<file path="src/rtl/ctx_tlb_pkg.sv">
package ctx_tlb_pkg;
  // Leaf entry bit positions
  localparam int PTE_PRESENT = 0;
  localparam int PTE_WRITE   = 1;
  localparam int PTE_USER    = 2;
  localparam int PTE_PSIZE   = 7;
  localparam int PTE_GLOBAL  = 8;
  localparam int PTE_FRAME   = 12;
  // Mode register: global-entry enable
  localparam int MODE_GEN    = 7;

  typedef struct packed {
    logic glob;
    logic big;
    logic user;
    logic wr;
  } tlb_attr_t;
endpackage

</file>
<file path="src/rtl/ctx_tlb_slot.sv">
module ctx_tlb_slot #(
  parameter int VPN_W   = 20,
  parameter int CTX_W   = 12,
  parameter int LP_BITS = 9
) (
  input  logic                    ent_v,
  input  logic [VPN_W-1:0]        ent_vpn,
  input  logic [CTX_W-1:0]        ent_ctx,
  input  ctx_tlb_pkg::tlb_attr_t  ent_attr,
  input  logic [CTX_W-1:0]        cur_ctx,
  input  logic [VPN_W-1:0]        lk_vpn,
  input  logic [VPN_W-1:0]        fill_vpn,
  input  logic [VPN_W-1:0]        inv_vpn,
  output logic                    lk_m,
  output logic                    fill_m,
  output logic                    inv_m
);
  localparam int HI_W = VPN_W - LP_BITS;

  function automatic logic page_eq(input logic [VPN_W-1:0] a);
    if (ent_attr.big) return a[VPN_W-1 -: HI_W] == ent_vpn[VPN_W-1 -: HI_W];
    return a == ent_vpn;
  endfunction

  logic ctx_ok;
  assign ctx_ok = ent_attr.glob || (ent_ctx == cur_ctx);
  assign lk_m   = ent_v && ctx_ok && page_eq(lk_vpn);
  assign fill_m = ctx_ok && page_eq(fill_vpn);
  assign inv_m  = page_eq(inv_vpn);
endmodule

</file>
<file path="src/rtl/ctx_tlb_rr.sv">
module ctx_tlb_rr #(
  parameter int N = 16,
  localparam int IDX_W = (N > 1) ? $clog2(N) : 1
) (
  input  logic             clk,
  input  logic             rst_n,
  input  logic             adv,
  output logic [IDX_W-1:0] ptr
);
  always_ff @(posedge clk) begin
    if (!rst_n)  ptr <= '0;
    else if (adv) ptr <= (ptr == IDX_W'(N - 1)) ? '0 : ptr + 1'b1;
  end
endmodule

</file>
<file path="src/rtl/ctx_tlb.sv">
module ctx_tlb #(
  parameter int N       = 16,
  parameter int VPN_W   = 20,
  parameter int PFN_W   = 20,
  parameter int CTX_W   = 12,
  parameter int PTE_W   = 32,
  parameter int LP_BITS = 9,
  parameter int MODE_W  = 8
) (
  input  logic              clk,
  input  logic              rst_n,
  input  logic [MODE_W-1:0] mode_reg,
  input  logic [CTX_W-1:0]  cur_ctx,
  input  logic [VPN_W-1:0]  lk_vpn,
  output logic              lk_hit,
  output logic [PFN_W-1:0]  lk_pfn,
  output logic              lk_user,
  output logic              lk_write,
  output logic              lk_global,
  input  logic              fill_valid,
  output logic              fill_ready,
  input  logic              fill_dir,
  input  logic [VPN_W-1:0]  fill_vpn,
  input  logic [PTE_W-1:0]  fill_pte,
  input  logic              ptb_switch,
  input  logic              inv_page,
  input  logic [VPN_W-1:0]  inv_vpn,
  input  logic              inv_all,
  input  logic              inv_ctx,
  input  logic [CTX_W-1:0]  inv_ctx_id
);
  import ctx_tlb_pkg::*;
  localparam int IDX_W = (N > 1) ? $clog2(N) : 1;
  localparam int HI_W  = PFN_W - LP_BITS;

  logic [N-1:0]     ent_v;
  logic [VPN_W-1:0] ent_vpn  [N];
  logic [CTX_W-1:0] ent_ctx  [N];
  logic [PFN_W-1:0] ent_pfn  [N];
  tlb_attr_t        ent_attr [N];

  logic [N-1:0] lk_m, fill_m, inv_m, keep_v;

  for (genvar g = 0; g < N; g++) begin : g_slot
    ctx_tlb_slot #(.VPN_W(VPN_W), .CTX_W(CTX_W), .LP_BITS(LP_BITS)) u_slot (
      .ent_v(ent_v[g]), .ent_vpn(ent_vpn[g]), .ent_ctx(ent_ctx[g]),
      .ent_attr(ent_attr[g]), .cur_ctx(cur_ctx), .lk_vpn(lk_vpn),
      .fill_vpn(fill_vpn), .inv_vpn(inv_vpn),
      .lk_m(lk_m[g]), .fill_m(fill_m[g]), .inv_m(inv_m[g])
    );
    // Invalidations resolve before any fill of the same cycle
    assign keep_v[g] = ent_v[g] && !inv_all
                     && !(ptb_switch && !ent_attr[g].glob)
                     && !(inv_ctx && !ent_attr[g].glob && ent_ctx[g] == inv_ctx_id)
                     && !(inv_page && inv_m[g]);
  end

  // Fill qualification
  logic fill_ok;
  assign fill_ok = fill_valid && fill_ready && fill_pte[PTE_PRESENT]
                && (!fill_dir || fill_pte[PTE_PSIZE]);

  logic             dup_any;
  logic [IDX_W-1:0] dup_idx, rr_ptr, wr_idx;
  always_comb begin
    dup_any = 1'b0;
    dup_idx = '0;
    for (int i = N - 1; i >= 0; i--) begin
      if (keep_v[i] && fill_m[i]) begin
        dup_any = 1'b1;
        dup_idx = IDX_W'(i);
      end
    end
  end
  assign wr_idx = dup_any ? dup_idx : rr_ptr;

  ctx_tlb_rr #(.N(N)) u_rr (
    .clk(clk), .rst_n(rst_n), .adv(fill_ok && !dup_any), .ptr(rr_ptr)
  );

  tlb_attr_t new_attr;
  always_comb begin
    new_attr.glob = mode_reg[MODE_GEN] && fill_pte[PTE_GLOBAL];
    new_attr.big  = fill_dir;
    new_attr.user = fill_pte[PTE_USER];
    new_attr.wr   = fill_pte[PTE_WRITE];
  end

  always_ff @(posedge clk) begin
    if (!rst_n) begin
      ent_v      <= '0;
      fill_ready <= 1'b0;
    end else begin
      fill_ready <= 1'b1;
      ent_v      <= keep_v;
      if (fill_ok) ent_v[wr_idx] <= 1'b1;
    end
  end

  always_ff @(posedge clk) begin
    if (fill_ok) begin
      ent_vpn[wr_idx]  <= fill_vpn;
      ent_ctx[wr_idx]  <= cur_ctx;
      ent_pfn[wr_idx]  <= fill_pte[PTE_FRAME +: PFN_W];
      ent_attr[wr_idx] <= new_attr;
    end
  end

  // Lookup: lowest matching index wins
  always_comb begin
    lk_hit    = 1'b0;
    lk_pfn    = '0;
    lk_user   = 1'b0;
    lk_write  = 1'b0;
    lk_global = 1'b0;
    for (int i = N - 1; i >= 0; i--) begin
      if (lk_m[i]) begin
        lk_hit    = 1'b1;
        lk_pfn    = ent_attr[i].big ? {ent_pfn[i][PFN_W-1 -: HI_W], lk_vpn[LP_BITS-1:0]}
                                    : ent_pfn[i];
        lk_user   = ent_attr[i].user;
        lk_write  = ent_attr[i].wr;
        lk_global = ent_attr[i].glob;
      end
    end
  end
endmodule

</file>
<file path="config.mk">
export PLATFORM = sky130hd
export DESIGN_NAME = ctx_tlb
export DESIGN_NICKNAME = d
export VERILOG_FILES = /design/src/rtl/ctx_tlb_pkg.sv /design/src/rtl/ctx_tlb_slot.sv /design/src/rtl/ctx_tlb_rr.sv /design/src/rtl/ctx_tlb.sv
export SDC_FILE = /design/constraint.sdc
export NUM_CORES = 2
export LEC_CHECK = 0
export CORE_MARGIN = 5
export CORE_UTILIZATION = 55
export CTS_CLUSTER_DIAMETER = 50
export DETAILED_ROUTE_END_ITERATION = 12
export DONT_BUFFER_PORTS = 1
export PLACE_DENSITY_LB_ADDON = 0.1
export SLEW_MARGIN = 40
export SYNTH_ARGS = -nofsm -noshare
export SYNTH_HDL_FRONTEND = slang
export SYNTH_HIERARCHICAL = 1
export SYNTH_SLANG_ARGS = --single-unit
</file>
<file path="constraint.sdc">
create_clock -name clk -period 8.5 [get_ports clk]
set_clock_uncertainty 0.1 [all_clocks]
set_input_delay 0.425 -clock clk [delete_from_list [all_inputs] [get_ports clk]]
set_output_delay 0.425 -clock clk [all_outputs]
set_load 0.01 [all_outputs]
</file>
[Word level (Yosys, flattened, before mapping)]
Memory sizes are Yosys's and may differ from the RTL's.
Index checks and enable logic that the tools add are counted.
Word-level totals
  bits in registers: 21
  output and inout port bits: 25
  memories kept: 4
  memory bits (writable): 896
Memory list
  ent_pfn: words 16, width 20, read ports 16, clocked after memory_dff 0, write ports 1, line ctx_tlb.sv:39  | logic [PFN_W-1:0] ent_pfn [N];
  ent_vpn: words 16, width 20, read ports 16, clocked after memory_dff 0, write ports 1, line ctx_tlb.sv:37  | logic [VPN_W-1:0] ent_vpn [N];
  ent_ctx: words 16, width 12, read ports 16, clocked after memory_dff 0, write ports 1, line ctx_tlb.sv:38  | logic [CTX_W-1:0] ent_ctx [N];
  ent_attr: words 16, width 4, read ports 16, clocked after memory_dff 0, write ports 1, line ctx_tlb.sv:40  | tlb_attr_t ent_attr [N];
Cells by class
  mux-type cells: 248
  eq/ne operators: 129
  add/sub/neg operators: 1
  reductions and logical operators: 282
  bitwise logic cells: 1
  order comparisons: 2
Operators with widths (number)
  20-bit == test: 48
  11-bit == test: 48
  12-bit == test: 32
  20-bit 2-to-1 mux: 16
  1-bit logical AND: 198
  1-bit 2-to-1 mux: 196
  9-bit 2-to-1 mux: 16
  4-bit 2-to-1 mux: 18
  1-bit logical NOT: 67
  1-bit logical OR: 17
  16-bit 2-to-1 mux: 1
  16-bit bitwise OR: 1
  4-bit by 5-bit < comparator with 1-bit output (second input constant): 1
  4-bit by 1-bit adder with 4-bit output (second input constant): 1
  1-bit demux with 4-bit select: 1
  4-bit == test (second input constant): 1
  4-bit by 1-bit greater-or-equal comparator with 1-bit output (second input constant): 1

[Logic depth before layout (Yosys ltp)]
  depth after elaboration: 30
  gate-level depth with buffers: 16

[Modules after synthesis]
Netlist, hierarchy kept.
By module, submodules not included
  ctx_tlb: times used 1, cells an instance 2089, area each 35520.3 um^2
  ctx_tlb_slot: times used 16, cells an instance 99, area each 795.8 um^2
  ctx_tlb_rr: times used 1, cells an instance 18, area each 186.4 um^2

[Worst setup path after synthesis]
Ideal clock, no wire load.
  kind: reg2reg
  from: memory ent_vpn[15][7]
  to: memory ent_attr[0][0] (netlist bit) (enable)
  arrival: 8114 ps
  period minus slack after synthesis: 8824 ps
  setup time: 610 ps
  stages on the path, launching flop included: 13
  path slack: -324 ps
  path through: edfxtp_1 > xor2_1 > nor4_1 > a41oi_1 > nor4_1 > a221oi_1 > and3_1 > a2111oi_4 > nand4_2 > o21ai_1 > a21oi_2 > buf_2 > nor4_1
RTL lines (line)
  start: declaration: ctx_tlb.sv:37
  end: declaration: ctx_tlb.sv:40

==> out/metrics.cfg <==
[timing]
timing_worst_slew_pin_value_ns = 0.9630
fmax_mhz = 165.7
hold_ws_ns = 0.01345
finalSetupViolCount = 0
report.final.slew_viol_count = 0
finalCritPeriodShare_pct = 71.01
slew-limit-headroom_pct = 34.95
period_needed_ns = 6.036
grt_setup_unrepaired = false
layout_setup_ws_ns = 2.464
hold_violations = 0

[placement]
dp_hpwl_um = 94320
io_buffer_count = 0
gpl.final_weighted_congestion = 0.9704
dp_worst_setup_slack_ns = 2.600

[route]
wirelength_met1_um = 64060
remaining_drc_errors = 0
routed_met3_length_um = 20190
met2_length_um = 73610
wl_um = 168200
vias = 33510
vias_per_cell = 6.625
first_iter_violations = 4187
top_layer_used = met5
avgRoutedWirePerCell_um = 33.25
drt-pass1-iter-count = 6
remaining_number_of_nets_flagged_by_the_antenna_check_after_routing = 0

[final_layout]
synthToLayoutAreaGrowth_pct = 12.42
num_antenna_cells = 0
drive_gt1_share_pct = 10.02
finalNetCount = 3942
final_core_utilization_pct = 62.48

[synth]
most_frequently_used_flop_master_after_synthesis = edfxtp_1
synth_fa_ha_area_share_pct = 0.02583
area_share_of_and_or_nand_nor_cells_after_synthesis_pct = 8.000
cell_count_after_synthesis = 3691
synth.area.mux_share_pct = 3.322
async_reset_ff_share_pct = 0
ys_ff_latch = 917
synth_top_area_share_pct = 55.55
synth_top_family_by_area = XOR/XNOR gates
yosysTopAreaCell = edfxtp_1
synthesis.area_per_instance_um2 = 13.12
ys_seq_area_share_pct = 56.41
yosys_warnings = 6
mappedNetlistArea_um2 = 48440
synth_xor_xnor_area_share_pct = 24.32
number_of_flops_mapped_to_enable_cells_by_yosys = 896
synth.lib_cells_used.distinct = 70
synthesis.nets = 3824
yosysMostFrequentCell = edfxtp_1
cell_types_with_the_highest_counts_after_synthesis = edfxtp_1 (896), xor2_1 (819), xnor2_1 (526)
yosys-top-cells-area = edfxtp_1 (56%), xor2_1 (15%), xnor2_1 (9.5%)
synth_compound_area_share_pct = 6.321

[setup_path]
critPathMaxFanout = 32
worstSetupStartpointType = register
endpoint_type_of_the_worst_setup_path = register
r2r_setup_slack_ns = 2.46
cp_data_required_time_ns = 8.73
criticalPathCategory = register to register
critical_path_arrival_ns = 6.27

[grt]
grt_start_max_net_pins = 58
grt_antenna_before_repair = 4
grt_first_pass_wirelength_um = 236500
grt-ovfl-total = 0
globalRouteTotalUtil_pct = 34.78
number_of_global_route_vias_before_repair = 33380

[clock_network]
post_cts.repair.setup_buffers = 0
clk_latency_ns = 0.70
cts_root_buf = clkbuf_16
cts_buffers = 112
clockBufferDepth = 3
clock_tree_from_tritoncts = built
clk_transition_reported_paths_ns = 0.06
clock_sink_count = 917
cts.htree.levels = 3

[floorplanning]
die_y_um = 306.8
floorplan.core_area_um2 = 87160
row_count = 108
design.die.area_um2 = 94100
die_w_um = 306.8
initial_core_util_pct = 55.58
pin_count = 157

[run]
cap_viol_max_count = 0

[run_status]
run_status = completed

[min_path]
hold_path_class = input pin to register

[power]
power_leakage_nw = 17.72
ir_drop_v = 0.0001929
finalPower_mw = 10.26
power_per_cell_area_nw_per_um2 = 188.4

==> sequential cells by signal, summed over array words and instances (netlist names) <==
signal,count
u_rr/ptr,4
fill_ready,1
ent_ctx,192
ent_pfn,320
ent_vpn,320
ent_v,16
ent_attr,64
==> cell families (layout without fill, tap and decap cells) <==
family	after synthesis	in the layout
adder cells (fa/ha/maj)	1	1
multiplexers	155	155
XOR/XNOR	1345	1345
buffers and inverters	159	371
AND/OR/NAND/NOR	690	690
flip-flops	917	917
AO/OA/AOI/OAI	424	424
==> per-stage QoR <==
| step | instance area, µm² | std cells | setup TNS, ns |
|---|---|---|---|
| after floorplan | 48450 | 3691 | -72.30 |
| after global placement | 49850 | 4776 | 0 |
| after detailed placement | 50090 | 4782 | 0 |
| after CTS | 54520 | 5055 | 0 |
| after global routing | 54450 | 5058 | 0 |
| final | 54450 | 5058 | 0 |
==> metal layers <==
| metal | track usage [%] | vias up |
|---|---|---|
| li1 | - | 14060 |
| met1 | 47.14 | 16780 |
| met2 | 52.61 | 2170 |
| met3 | 7.983 | 502 |
| met4 | 18.67 | 4 |
| met5 | 0 | - |
==> area by class of cell <==
cell class / instances / area, µm²
clock buffer: 129 / 2888
clock inverter: 79 / 844.6
fill: 6508 / 32710
inverter: 39 / 146.4
multi-input combinational: 2615 / 20700
sequential: 917 / 27330
tap: 1155 / 1445
timing repair buffer: 124 / 1100
==> critical path, stage by stage (launching register included) <==
cell,delay (ns)
edfxtp_1,0.45
xor2_1,0.21
nor4_1,0.40
a41oi_1,0.33
nor4_1,0.85
a221oi_1,0.22
nand2_1,0.16
nor2_1,0.10
a2111oi_4,0.56
nand4_2,0.21
a21oi_2,0.38
buf_4,0.38
and3_2,0.69
buf_4,0.57
==> layout by cell type (no fill, tap or decap), types with 62 or more instances in the layout <==
| master | count |
|---|---|
| edfxtp_1 | 896 |
| xor2_1 | 819 |
| xnor2_1 | 526 |
| nor4_1 | 175 |
| clkbuf_16 | 113 |
| mux2i_1 | 109 |
| nand4_1 | 99 |
| nor3_1 | 96 |
| a21oi_1 | 90 |
| nand2_1 | 72 |
| nand3_1 | 65 |
| a221oi_1 | 64 |
| nor2_1 | 62 |
==> worst paths after layout <==
| path | depth (start not counted) | start | endpoint |
|---|---|---|---|
| max | 13 | ent_vpn[7][7] | ent_vpn[5][8] |
| min | 1 | rst_n | fill_ready |
| max reg2reg | 13 | ent_vpn[7][7] | ent_vpn[5][8] |
| min reg2reg | 2 | u_rr/ptr[3] | u_rr/ptr[3] |
==> what timing repair did <==
| item | in CTS | in global routing |
|---|---|---|
| hold buffers | 65 | 0 |
| gates resized for setup | 0 | 0 |
| setup endpoints to repair | 0 | 0 |
| endpoints found under the hold margin | 900 | 0 |
==> where the power goes <==
| part | total [mW] | switching, mW | internal, mW |
|---|---|---|---|
| registers | 4.98 | 0.00794 | 4.97 |
| clock network | 4.81 | 1.96 | 2.85 |
| logic | 0.473 | 0.253 | 0.220 |
| total | 10.3 | 2.22 | 8.04 |
Note: power is estimated with default switching activity, not from simulation.
